==> config.mk <==
export PLATFORM = sky130hd
export DESIGN_NAME = shared_fifo_alert
export DESIGN_NICKNAME = d
export VERILOG_FILES = /design/src/rtl/sfifo_pkg.sv /design/src/rtl/sfifo_port_sel.sv /design/src/rtl/sfifo_store.sv /design/src/rtl/sfifo_status.sv /design/src/rtl/sfifo_irq.sv /design/src/rtl/shared_fifo_alert.sv
export SDC_FILE = /design/constraint.sdc
export NUM_CORES = 1
export LEC_CHECK = 0
export ABC_AREA = 1
export BUFFER_PORTS_ARGS = -buffer_cell sky130_fd_sc_hd__buf_2
export CORE_UTILIZATION = 40
export DETAILED_ROUTE_END_ITERATION = 6
export PLACE_DENSITY = 0.51
export SYNTH_ARGS = -nofsm -noshare
export SYNTH_HDL_FRONTEND = slang
export SYNTH_SLANG_ARGS = --single-unit
export TNS_END_PERCENT = 50
==> constraint.sdc <==
create_clock -name clk -period 6.3 [get_ports clk]
set_input_delay 0.945 -clock clk [delete_from_list [all_inputs] [get_ports clk]]
set_output_delay 0.945 -clock clk [all_outputs]
set_load 0.05 [all_outputs]
==> src/rtl/sfifo_pkg.sv <==
package sfifo_pkg;
    parameter int unsigned DEPTH = 64;
    parameter int unsigned WIDTH = 8;
    parameter int unsigned NALERT = 2;

    localparam int unsigned PTR_W = $clog2(DEPTH);
    localparam int unsigned LVL_W = $clog2(DEPTH + 1);

    localparam int unsigned AL_LO = 0;
    localparam int unsigned AL_HI = 1;

    typedef logic [WIDTH-1:0] byte_t;
    typedef logic [LVL_W-1:0] lvl_t;
    typedef logic [NALERT-1:0] alert_vec_t;

    localparam lvl_t DEPTH_L = lvl_t'(DEPTH);

    typedef enum logic {
        SIDE_HOST = 1'b0,
        SIDE_ENG  = 1'b1
    } side_e;

    typedef struct packed {
        logic  push;
        logic  pop;
        byte_t wdata;
    } port_req_t;

    function automatic logic near_full(input lvl_t lvl, input lvl_t wl);
        return (DEPTH_L - lvl) <= wl;
    endfunction

    function automatic logic near_empty(input lvl_t lvl, input lvl_t wl);
        return lvl <= wl;
    endfunction
endpackage

==> src/rtl/sfifo_port_sel.sv <==
module sfifo_port_sel
    import sfifo_pkg::*;
(
    input  side_e     side,
    input  port_req_t host_req,
    input  port_req_t eng_req,
    output port_req_t sel_req
);
    always_comb begin
        unique case (side)
            SIDE_ENG: sel_req = eng_req;
            default:  sel_req = host_req;
        endcase
    end
endmodule

==> src/rtl/sfifo_store.sv <==
module sfifo_store
    import sfifo_pkg::*;
(
    input  logic      clk,
    input  logic      rst,
    input  port_req_t req,
    input  logic      flush,
    output byte_t     rd_data,
    output lvl_t      level,
    output logic      push_drop
);
    lvl_t  wptr, rptr;
    byte_t mem [DEPTH];
    logic  full, empty, do_push, do_pop;

    assign level     = wptr - rptr;
    assign full      = (level == DEPTH_L);
    assign empty     = (level == '0);
    assign do_push   = req.push && !full && !flush;
    assign do_pop    = req.pop && !empty && !flush;
    assign push_drop = req.push && full && !flush;
    assign rd_data   = empty ? '0 : mem[rptr[PTR_W-1:0]];

    always_ff @(posedge clk) begin
        if (rst || flush) begin
            wptr <= '0;
            rptr <= '0;
        end else begin
            if (do_push) wptr <= wptr + lvl_t'(1);
            if (do_pop)  rptr <= rptr + lvl_t'(1);
        end
    end

    always_ff @(posedge clk) begin
        if (do_push) mem[wptr[PTR_W-1:0]] <= req.wdata;
    end


    level_bound_chk: assert property (@(posedge clk) disable iff (rst)
        level <= DEPTH_L);


    flush_empties_chk: assert property (@(posedge clk) disable iff (rst)
        flush |=> (level == '0));


    empty_pop_hold_chk: assert property (@(posedge clk) disable iff (rst)
        (empty && req.pop && !req.push && !flush) |=> (level == '0));


    pushpop_level_chk: assert property (@(posedge clk) disable iff (rst)
        (!empty && !full && req.push && req.pop && !flush) |=> $stable(level));
endmodule

==> src/rtl/sfifo_status.sv <==
module sfifo_status
    import sfifo_pkg::*;
(
    input  logic clk,
    input  logic rst,
    input  lvl_t level,
    input  lvl_t water,
    input  logic flush,
    input  logic push_drop,
    output logic hi_alert,
    output logic lo_alert,
    output logic ovfl
);
    assign hi_alert = near_full(level, water);
    assign lo_alert = near_empty(level, water);

    always_ff @(posedge clk) begin
        if (rst || flush) ovfl <= 1'b0;
        else if (push_drop) ovfl <= 1'b1;
    end


    ovfl_set_chk: assert property (@(posedge clk) disable iff (rst)
        push_drop |=> ovfl);


    ovfl_sticky_chk: assert property (@(posedge clk) disable iff (rst)
        (ovfl && !flush) |=> ovfl);
endmodule

==> src/rtl/sfifo_irq.sv <==
module sfifo_irq
    import sfifo_pkg::*;
(
    input  logic       clk,
    input  logic       rst,
    input  alert_vec_t alert,
    input  alert_vec_t en,
    input  alert_vec_t ack,
    output alert_vec_t pend,
    output logic       irq
);
    alert_vec_t prev;

    always_ff @(posedge clk) begin
        if (rst) prev <= '1;
        else     prev <= alert;
    end

    for (genvar k = 0; k < NALERT; k++) begin : g_src
        logic edge_hit;
        assign edge_hit = en[k] && alert[k] && !prev[k];

        always_ff @(posedge clk) begin
            if (rst) pend[k] <= 1'b0;
            else     pend[k] <= edge_hit || (pend[k] && !ack[k]);
        end


        rise_sets_chk: assert property (@(posedge clk) disable iff (rst)
            (en[k] && $rose(alert[k])) |=> pend[k]);


        ack_clears_chk: assert property (@(posedge clk) disable iff (rst)
            (ack[k] && !(en[k] && $rose(alert[k]))) |=> !pend[k]);
    end

    assign irq = |pend;
endmodule

==> src/rtl/shared_fifo_alert.sv <==
module shared_fifo_alert
    import sfifo_pkg::*;
(
    input  logic                clk,
    input  logic                rst,
    input  logic                eng_active,
    input  logic                host_wr,
    input  logic                host_rd,
    input  logic [WIDTH-1:0]    host_wdata,
    input  logic                eng_wr,
    input  logic                eng_rd,
    input  logic [WIDTH-1:0]    eng_wdata,
    input  logic                flush,
    input  logic [LVL_W-1:0]    water,
    input  logic [NALERT-1:0]   irq_en,
    input  logic [NALERT-1:0]   irq_ack,
    output logic [WIDTH-1:0]    rd_data,
    output logic [LVL_W-1:0]    level,
    output logic                hi_alert,
    output logic                lo_alert,
    output logic                ovfl_err,
    output logic [NALERT-1:0]   irq_pend,
    output logic                irq
);
    port_req_t  host_req, eng_req, sel_req;
    side_e      side;
    logic       push_drop;
    alert_vec_t alerts;

    assign host_req = '{push: host_wr, pop: host_rd, wdata: host_wdata};
    assign eng_req  = '{push: eng_wr,  pop: eng_rd,  wdata: eng_wdata};
    assign side     = eng_active ? SIDE_ENG : SIDE_HOST;

    sfifo_port_sel u_sel (
        .side     (side),
        .host_req (host_req),
        .eng_req  (eng_req),
        .sel_req  (sel_req)
    );

    sfifo_store u_store (
        .clk       (clk),
        .rst       (rst),
        .req       (sel_req),
        .flush     (flush),
        .rd_data   (rd_data),
        .level     (level),
        .push_drop (push_drop)
    );

    sfifo_status u_status (
        .clk       (clk),
        .rst       (rst),
        .level     (level),
        .water     (water),
        .flush     (flush),
        .push_drop (push_drop),
        .hi_alert  (hi_alert),
        .lo_alert  (lo_alert),
        .ovfl      (ovfl_err)
    );

    assign alerts[AL_LO] = lo_alert;
    assign alerts[AL_HI] = hi_alert;

    sfifo_irq u_irq (
        .clk   (clk),
        .rst   (rst),
        .alert (alerts),
        .en    (irq_en),
        .ack   (irq_ack),
        .pend  (irq_pend),
        .irq   (irq)
    );


    idle_side_chk: assert property (@(posedge clk) disable iff (rst)
        (!flush && !sel_req.push && !sel_req.pop) |=> $stable(level));
endmodule

==> key figures, run 1 <==
GRT
  • Grt ovf: 0
  • Tot GR Track Use: 20.6%
  • Global-route wire length before repair: 93,100 um
  • Largest net degree at the start of global routing: 153
  • Vias in the first global route: 15,300
  • Antenna violations before repair: 0

Clock tree
  • Clk sinks: 537
  • Clock root buffer: clkbuf_16
  • H-tree depth: 2
  • Post-CTS Setup Bufs: 0
  • CTS tree: built
  • Resize count post-CTS: 0
  • Hold_buf cts: 0
  • CTS clk-pin slew, worst paths: 60 ps
  • Maximum clock insertion buffer count: 3
  • Num CTS Buffers: 58
  • Worst-Skew Late Latency: 630 ps

Power
  • Total leakage power: 9.88 nW
  • Power Total: 8.19 mW
  • Pwr dens: 310 nW/um2
  • Maximum VDD drop: 0.191 mV

Timing
  • Setup-failing EPs final: 0
  • Least-Margin Pin Slew: 929 ps
  • Worst Slack Setup Final: 1010 ps
  • Endpoints failing hold: 0
  • Max frequency: 189 MHz
  • Pins Over Slew Limit: 0
  • Worst slew margin: 37.9%
  • Final Critical Period: 5290 ps
  • Clk_skew: 22.9 ps
  • Fin Setup TNS: 0 ps
  • RSZ-0062 raised after global routing: false
  • Final worst path period share: 83.9%

Die
  • I/O pin count: 56
  • Die ar.: 60,300 um2
  • Die Y: 245 um
  • # rows: 88
  • Initial core utilization: 40.8%
  • Die X: 245 um
  • Core Area: 58,100 um2

Finish
  • Area Overhead vs Synth: 11.6%
  • FILL cells: 5,441
  • Final #Nets: 2,309
  • Commonest non-fill, non-tap cell in the layout: nand2_1
  • Commonest cells after routing, fill and taps aside: 566 x nand2_1, 512 x edfxtp_1, 363 x nand3_1
  • Layout cells sized above 1: 10.8%

Setup path
  • Critical path endpoint category: output port
  • Crit. Startpoint: u_store.wptr[0]
  • Crit path max fanout: 20
  • Worst path bufs/invs: 5
  • Max stage delay on crit path: 500 ps
  • Crit-path leading delay family: simple AND/OR/NAND/NOR gates
  • R2r startpoint: u_store.wptr[0]
  • CP cell instances: inv_1 -> ha_1 -> inv_1 -> fa_1 -> inv_1 -> ha_1 -> inv_1 -> nor2_4 -> nand3_2 -> nor2_4 -> nand3_2 -> nand2_1 -> ha_1 -> nand2_1 -> nor2_1 -> nand2_1 -> o211ai_1 -> nand2_1 -> buf_2
  • Slowest CP cell: fa_1
  • Arr. time, crit path: 4340 ps
  • CP Launch Type: flop
  • R2r setup slk: 2480 ps
  • Critical path type: reg2out
  • Crit path required time: 5350 ps

Synthesis
  • Syn_nets: 2,286
  • Post-synth EDFFs: 512
  • Main synth FF type: edfxtp_1
  • Post-Syn Area per Cell: 10.6 um2
  • Gate count of the mapped netlist: 2,228
  • Async set-reset flop share out of synthesis: 0%
  • Post-synthesis register bit count: 537
  • Yosys warns: 0
  • Yosys cell types: 39
  • Syn Std Cell Area: 23,700 um2
  • Sequential share of the synthesized area: 66.9%

Place
  • Gpl congestion: 0.868
  • Place WS: 1640 ps
  • Port bufs: 55
  • Post-DP HPWL: 34,700 um

Route
  • Drt first pass iters: 5
  • Vias per cell: 5.12
  • Detail Route Antenna Nets: 0
  • Iter 0 DRT Violations: 1,268
  • Avg WL per Cell: 20.1 um
  • DR vias: 15,700
  • Residual DRC count: 0
  • DRT Wirelength: 61,600 um

Hold path
  • Tightest Hold Check Type: reg2reg
  • HP Start: u_status.ovfl

Job
  • Max-Cap Viols: 0

Status
  • Outcome: completed
routing by layer:
layer,vias to the layer above,wire (um),global-route usage [%]
met5,-,0,0
met1,7616,27700,27.7
met4,0,2020,7.87
met3,110,3210,3.44
met2,406,28700,33.3
li1,7575,-,-
registers in the layout, summed over array words and instances, names as in the netlist, named ones only:
signal,flops
u_status.ovfl,1
u_irq.prev,2
u_store.wptr,7
u_store.rptr,7
u_store.mem,512
u_irq.pend,2
per-stage QoR:
stage          hold slack, ps  instance area [um2]  instances  utilization (%)
6_report                  452                26500       3067             45.5
5_1_grt                   493                26500       3066             45.5
4_1_cts                   460                26500       3066             45.5
3_5_place_dp              451                24600       2956             42.4
3_3_place_gp              443                24600       2956             42.4
2_1_floorplan             461                23700       2228                -
cells by family after synthesis:
family | count (synthesis) | synth area share (%)
AOI/OAI and AO/OA | 140 | 3.01
and+or+nand+nor | 1199 | 22.7
xor gates and xnor gates | 9 | 0.332
buffers and inverters | 320 | 5.78
DFF | 537 | 66.9
adders and majority gates | 23 | 1.25
where the power goes:
group	internal, mW	total (mW)	switching [mW]
combinational	0.233	0.905	0.672
sequential	3.95	3.97	0.0217
clock	1.92	3.31	1.39
final timing paths:
kind / endpoint / cells after the start
worst max-delay path: hi_alert / 19
worst min-delay path: u_status.ovfl / 2
worst max register to register: u_irq.prev[1] / 19
worst min register to register: u_status.ovfl / 2
cell usage after synthesis (all sizes together), types with 7 or more instances:
cell | count | area [um2]
nand2 | 588 | 2370
edfxtp | 512 | 15400
nand3 | 367 | 1860
inv | 203 | 778
nor2 | 165 | 654
o21ai | 105 | 526
buf | 89 | 484
or2 | 59 | 369
a21oi | 28 | 140
clkbuf | 25 | 96.3
dfxtp | 25 | 500
ha | 22 | 275
nand4 | 12 | 75.1
xor2 | 7 | 61.3
cell type report:
| cell class | instances | area (um2) | share of cell area (%) |
|---|---|---|---|
| multi-input cells | 1371 | 6490 | 24.5 |
| well taps | 765 | 957 | 3.62 |
| repair buffers | 77 | 503 | 1.90 |
| clock buffers | 77 | 1540 | 5.83 |
| inverters | 206 | 795 | 3.00 |
| clock inverters | 33 | 288 | 1.09 |
| diodes | 1 | 2.50 | 0.00946 |
| flip-flops and latches | 537 | 15900 | 60.0 |
worst register-to-register path, cell delays in order, from the launching register on:
cell      delay [ps]
dfxtp_1          450
inv_1            170
ha_1             210
inv_1            110
fa_1             500
inv_1             90
ha_1             180
inv_1             80
nor2_4           100
nand3_2          120
nor2_4           170
nand3_2          390
nand2_1          250
ha_1             160
nand2_1           70
nor2_1           140
nand2_1           70
o211ai_1          70
nand2_1          110
or2_2            280
(Power assumes the default switching activity.)
==> run 2: changes to the inputs <==
--- a/config.mk
+++ b/config.mk
@@ -9,7 +9,7 @@
 export BUFFER_PORTS_ARGS = -buffer_cell sky130_fd_sc_hd__buf_2
 export CORE_UTILIZATION = 40
 export DETAILED_ROUTE_END_ITERATION = 6
-export PLACE_DENSITY = 0.51
+export PLACE_DENSITY = 0.53
 export SYNTH_ARGS = -nofsm -noshare
 export SYNTH_HDL_FRONTEND = slang
 export SYNTH_SLANG_ARGS = --single-unit
==> constraint.sdc (replaced) <==
create_clock -name clk -period 4.6 [get_ports clk]
set_input_delay 0.69 -clock clk [delete_from_list [all_inputs] [get_ports clk]]
set_output_delay 0.69 -clock clk [all_outputs]
set_load 0.05 [all_outputs]
==> run 2 against run 1 <==
Effect of this change: final area down 0.12%; sequential share of layout area up 0.093 points; register-to-register slack worse by 1500 ps; non-clock buffer count up 10; hold slack worse by 110 ps; final cell count about the same; sequential cell count unchanged; utilization down 0.056 points; clock skew down 1.3 ps; sequential power up 37%; power up 34%; largest power group unchanged.
==> key figures, run 2 (same netlist as run 1, synthesis figures left out) <==
Status
  • Outcome: completed

Finish
  • Final #Nets: 2,317
  • Area Overhead vs Synth: 11.4%
  • Commonest cells after routing, fill and taps aside: 566 x nand2_1, 512 x edfxtp_1, 363 x nand3_1
  • Layout cells sized above 1: 11.7%
  • Commonest non-fill, non-tap cell in the layout: nand2_1
  • FILL cells: 5,418
  • Antenna cell count: 0
  • Max reg flops: 512
  • Area of the multi-input gates: 6490 um2
  • Final Util: 45.5%
  • Register area: 15,900 um2

Timing
  • Final worst path period share: 93.3%
  • Endpoints failing hold: 0
  • Least-Margin Pin Slew: 1260 ps
  • RSZ-0062 raised after global routing: false
  • Fin Setup TNS: 0 ps
  • Final Critical Period: 4290 ps
  • Hold WS: 339 ps
  • Setup-failing EPs final: 0
  • Clk_skew: 21.6 ps
  • Pins Over Slew Limit: 0
  • Worst slew margin: 16.2%
  • Max frequency: 233 MHz

Place
  • Post-DP HPWL: 36,600 um
  • Port bufs: 55
  • Gpl congestion: 0.857

Setup path
  • Crit path required time: 3910 ps
  • Critical path endpoint category: output port
  • Critical path type: reg2out
  • Crit path to: hi_alert
  • Crit. Startpoint: u_store.wptr[0]
  • R2r startpoint: u_store.wptr[0]
  • Arr. time, crit path: 3600 ps
  • Crit path max fanout: 7
  • R2r setup slk: 1030 ps
  • R2R depth: 16
  • CP Launch Type: flop
  • Reg-to-Reg End: u_store.mem[44][0]

GRT
  • Tot GR Track Use: 20.2%
  • Largest net degree at the start of global routing: 198
  • Grt ovf: 0
  • Antenna violations before repair: 1
  • Global-route wire length before repair: 91,400 um
  • Vias in the first global route: 15,300

Power
  • Pwr dens: 417 nW/um2
  • Maximum VDD drop: 0.296 mV
  • Total leakage power: 9.87 nW

Clock tree
  • Clk sinks: 537
  • CTS tree: built
  • Clock root buffer: clkbuf_16
  • Worst-Skew Late Latency: 610 ps
  • CTS clk-pin slew, worst paths: 60 ps
  • Hold_buf cts: 0
  • Maximum clock insertion buffer count: 3
  • H-tree depth: 2
  • Num CTS Buffers: 56

Hold path
  • Hold path depth: 2
  • Tightest Hold Check Type: in2reg

Die
  • # rows: 88
  • Initial core utilization: 40.8%
  • Die X: 245 um
  • Die Y: 245 um
  • Core Area: 58,100 um2
  • Die ar.: 60,300 um2
  • I/O pin count: 56

Route
  • DR vias: 15,600
  • Iter 0 DRT Violations: 1,246
  • Residual DRC count: 0
  • DRT Wirelength: 60,500 um
  • Vias per cell: 5.10
  • Detail Route Antenna Nets: 0
  • Drt first pass iters: 5
  • Avg WL per Cell: 19.7 um

Job
  • Max-Cap Viols: 0
## run 2: cell types whose count changed in the layout (fill, tap and decap cells not counted), moves of 2 or more
cell,before,now
buf_12,5,3
dfxtp_1,22,20
bufinv_16,5,1
clkinvlp_4,0,3
clkbuf_1,18,7
inv_1,199,197
clkinv_1,20,18
buf_4,17,29
clkbuf_8,0,2
clkinv_2,9,12
## run 2: worst max-delay path, cell delays in order, from the launching register on
cell and delay, ps:
dfxtp_4 390, inv_4 60, ha_1 180, inv_2 80, fa_2 460, inv_1 70, ha_1 180, inv_1 80
nor2_4 100, nand3_2 120, nor2_4 150, nand2_1 60, nand2_1 50, nand2_1 50, ha_1 290, nand2_1 90
nor2_2 130, nand2_1 60, o211ai_1 70, nand2_1 130, buf_6 180
## run 2: area by class of cell
type | count | area share [%]
timing repair buffer | 87 | 2.12
inverter | 206 | 3.02
sequential | 537 | 60.1
clock inverter | 34 | 0.767
tap | 765 | 3.62
multi-input combinational | 1371 | 24.6
clock buffer | 68 | 5.79
## run 2: worst min-delay path by stage
stage / from / end / slack, ps
floorplan: u_irq.prev[0] / u_irq.pend[0] / 460
global placement: u_status.ovfl / u_status.ovfl / 440
detailed placement: u_status.ovfl / u_status.ovfl / 470
CTS: irq_ack[0] / u_irq.pend[0] / 320
global route: rst / u_irq.pend[1] / 340
finish: rst / u_irq.pend[1] / 340
## run 2: repair_timing
action / in CTS / in global routing
setup buffers: 0 / 2
resized for setup: 2 / 8
pin swaps: 0 / 3
endpoints found under the setup margin: 1 / 1
## run 2: power breakdown
part	leakage, nW	internal (mW)	switching (mW)
clock network	0.850	2.41	1.89
registers	4.72	5.41	0.0151
logic	4.31	0.351	0.943
## run 2: per-layer routing
| layer | GRT usage (%) | up-vias | routed length (um) |
|---|---|---|---|
| li1 | - | 7602 | - |
| met1 | 27.6 | 7525 | 27000 |
| met2 | 32.8 | 398 | 28200 |
| met3 | 3.72 | 109 | 3730 |
| met4 | 5.92 | 0 | 1540 |
| met5 | 0 | - | 0 |
## run 2: per-stage QoR
stage	cells	setup slack, ps	cell area, um2	total power, mW
global route	3068	6.93	26400	11.4
detailed placement	2964	605	24700	6.80
floorplan	2228	534	23700	6.42
CTS	3066	66.6	26400	11.1
finish	3068	309	26400	11.0
global placement	2964	627	24700	6.79
==> run 3: changes to the inputs <==
--- a/config.mk
+++ b/config.mk
@@ -7,9 +7,11 @@
 export LEC_CHECK = 0
 export ABC_AREA = 1
 export BUFFER_PORTS_ARGS = -buffer_cell sky130_fd_sc_hd__buf_2
+export CORE_ASPECT_RATIO = 1.5
 export CORE_UTILIZATION = 40
 export DETAILED_ROUTE_END_ITERATION = 6
 export PLACE_DENSITY = 0.53
+export RECOVER_POWER = 25
 export SYNTH_ARGS = -nofsm -noshare
 export SYNTH_HDL_FRONTEND = slang
 export SYNTH_SLANG_ARGS = --single-unit
==> run 3 against run 2 <==
Effect of this change: the flow now finishes with violations (max-capacitance violations, max-slew violations); global-route usage increased by 0.69 points; largest power group unchanged; die area about the same; critical path depth unchanged; count of clock-buffer cells in the layout unchanged; clock skew decreased by 1.4 ps; combinational power about the same; register-to-register slack about the same; critical endpoint unchanged; final area decreased by 0.58%; hold slack improved by 41 ps; via count increased by 0.58%.
==> key figures, run 3 (same netlist as run 1, synthesis figures left out) <==
Setup path
  • Crit path max fanout: 7
  • Critical path endpoint category: output port
  • R2r setup slk: 1040 ps
  • Reg-to-Reg End: u_store.mem[13][5]
  • R2R depth: 16
  • CP Launch Type: flop
  • Crit path required time: 3910 ps
  • R2r startpoint: u_store.wptr[0]
  • Arr. time, crit path: 3640 ps
  • Critical path type: reg2out

Power
  • Pwr dens: 413 nW/um2
  • P_sw: 2.78 mW
  • Logic pwr share: 12.0%
  • Clock power frac: 38.0%
  • Total leakage power: 9.77 nW
  • Maximum VDD drop: 0.288 mV
  • Internal power: 8.07 mW
  • Sw frac: 25.6%
  • Power Total: 10.9 mW
  • Sequential Power Share: 50.0%

Finish
  • Area Overhead vs Synth: 10.8%
  • Layout cells sized above 1: 10.4%
  • Commonest cells after routing, fill and taps aside: 573 x nand2_1, 512 x edfxtp_1, 363 x nand3_1
  • FILL cells: 5,548
  • Max reg flops: 512
  • Commonest non-fill, non-tap cell in the layout: nand2_1
  • Final #Nets: 2,310
  • Antenna cell count: 0

Hold path
  • Hold EP: u_irq.pend[0]
  • Hold path depth: 4
  • HP Start: irq_ack[0]
  • Tightest Hold Check Type: in2reg

GRT
  • Global-route wire length before repair: 95,000 um
  • Grt ovf: 0
  • Largest net degree at the start of global routing: 170
  • Antenna violations before repair: 1
  • Tot GR Track Use: 20.9%
  • Vias in the first global route: 15,800

Die
  • # rows: 109
  • Core Area: 58,800 um2
  • Die X: 201 um
  • Die ar.: 60,300 um2
  • Die Y: 300 um
  • I/O pin count: 56
  • Initial core utilization: 40.3%

Timing
  • Hold WS: 380 ps
  • Final worst path period share: 94.2%
  • Setup-failing EPs final: 0
  • Pins Over Slew Limit: 182
  • Fin Setup TNS: 0 ps
  • Final Critical Period: 4330 ps
  • Clk_skew: 20.2 ps
  • Max frequency: 231 MHz
  • RSZ-0062 raised after global routing: false
  • Worst slew margin: -61.4%
  • Endpoints failing hold: 0
  • Least-Margin Pin Slew: 2420 ps

Route
  • Vias per cell: 5.13
  • Avg WL per Cell: 20.4 um
  • DR vias: 15,700
  • DRT Wirelength: 62,700 um
  • Residual DRC count: 0
  • Detail Route Antenna Nets: 0
  • Iter 0 DRT Violations: 1,293
  • Drt first pass iters: 5

Status
  • Outcome: finished with violations
  • Failing checks: max-capacitance violations, max-slew violations

Place
  • Gpl congestion: 0.820
  • Port bufs: 55
  • Post-DP HPWL: 38,700 um

Clock tree
  • H-tree depth: 2
  • CTS tree: built
  • Clock root buffer: clkbuf_16
  • Clk sinks: 537
  • Num CTS Buffers: 49
  • Maximum clock insertion buffer count: 3
  • CTS clk-pin slew, worst paths: 60 ps
  • Worst-Skew Late Latency: 580 ps

Job
  • Max-Cap Viols: 5
-- run 3: cell types whose count changed in the layout (fill, tap and decap cells not counted), moves of 7 or more --
cell	before	now
clkinv_1	18	11
clkbuf_16	59	51
nand2_1	566	573
nand2_2	12	5
clkinv_2	12	4
clkbuf_1	7	23
-- run 3: repair_timing --
| item | 4_1_cts | 5_1_grt |
|---|---|---|
| endpoints found under the setup margin | 1 | 1 |
| setup buffers | 0 | 1 |
| resized for setup | 1 | 5 |
| pin swaps | 0 | 1 |
| hold buffers | 0 | 0 |
| hold endpoints to repair | 0 | 0 |
-- run 3: critical path, cell delays in order, from the launching register on --
cell and delay, ps:
dfxtp_4 380, inv_2 70, ha_1 180, inv_1 100, fa_2 500, inv_1 80
ha_1 170, inv_1 70, nor2_4 100, nand3_2 120, nor2_4 150, nand2_1 60
nand2_1 60, nand2_1 70, ha_1 290, nand2_1 60, nor2_1 140, nand2_1 70
o211ai_1 80, nand2_1 120, buf_4 200
-- run 3: worst max path at each step --
stage                     from        to  slack (ps)
5_1_grt        u_store.wptr[0]  hi_alert         0.6
6_report       u_store.wptr[0]  hi_alert         270
3_3_place_gp   u_store.wptr[0]  hi_alert         590
4_1_cts        u_store.wptr[0]  hi_alert          80
2_1_floorplan  u_store.wptr[0]  hi_alert         530
3_5_place_dp   u_store.wptr[0]  hi_alert         610
-- run 3: power groups by stage --
stage	registers [mW]	logic, mW	clock network, mW
global route	5.42	1.43	4.35
floorplan	5.53	0.891	0
global placement	5.52	1.30	0
detailed placement	5.52	1.31	0
CTS	5.42	1.32	4.20
finish	5.42	1.31	4.12
-- run 3: routing by layer --
metal  track usage, %  up-vias  part of all wire (%)
li1                 -     7574                     -
met1             24.3     7600                    39
met2             38.0      423                    51
met3             2.82      126                   4.4
met4             9.80        2                   4.7
met5                0        -                 0.021
-- run 3: per-stage QoR --
step	util, %	worst slack [ps]	instances	area, um2
final	44.7	268	3068	26300
after global placement	42.0	592	2977	24700
after detailed placement	42.0	610	2977	24700
after CTS	44.7	77.2	3067	26300
after global routing	44.7	0.586	3068	26300
after floorplan	-	534	2228	23700
-- run 3: area by class of cell --
| cell class | instances | area, um2 | share of cell area, % |
|---|---|---|---|
| multi-input cells | 1371 | 6470 | 24.6 |
| repair buffers | 87 | 566 | 2.15 |
| flip-flops and latches | 537 | 15900 | 60.5 |
| clock buffers | 68 | 1340 | 5.10 |
| well taps | 777 | 972 | 3.70 |
| clock inverters | 22 | 243 | 0.924 |
| inverters | 206 | 795 | 3.02 |
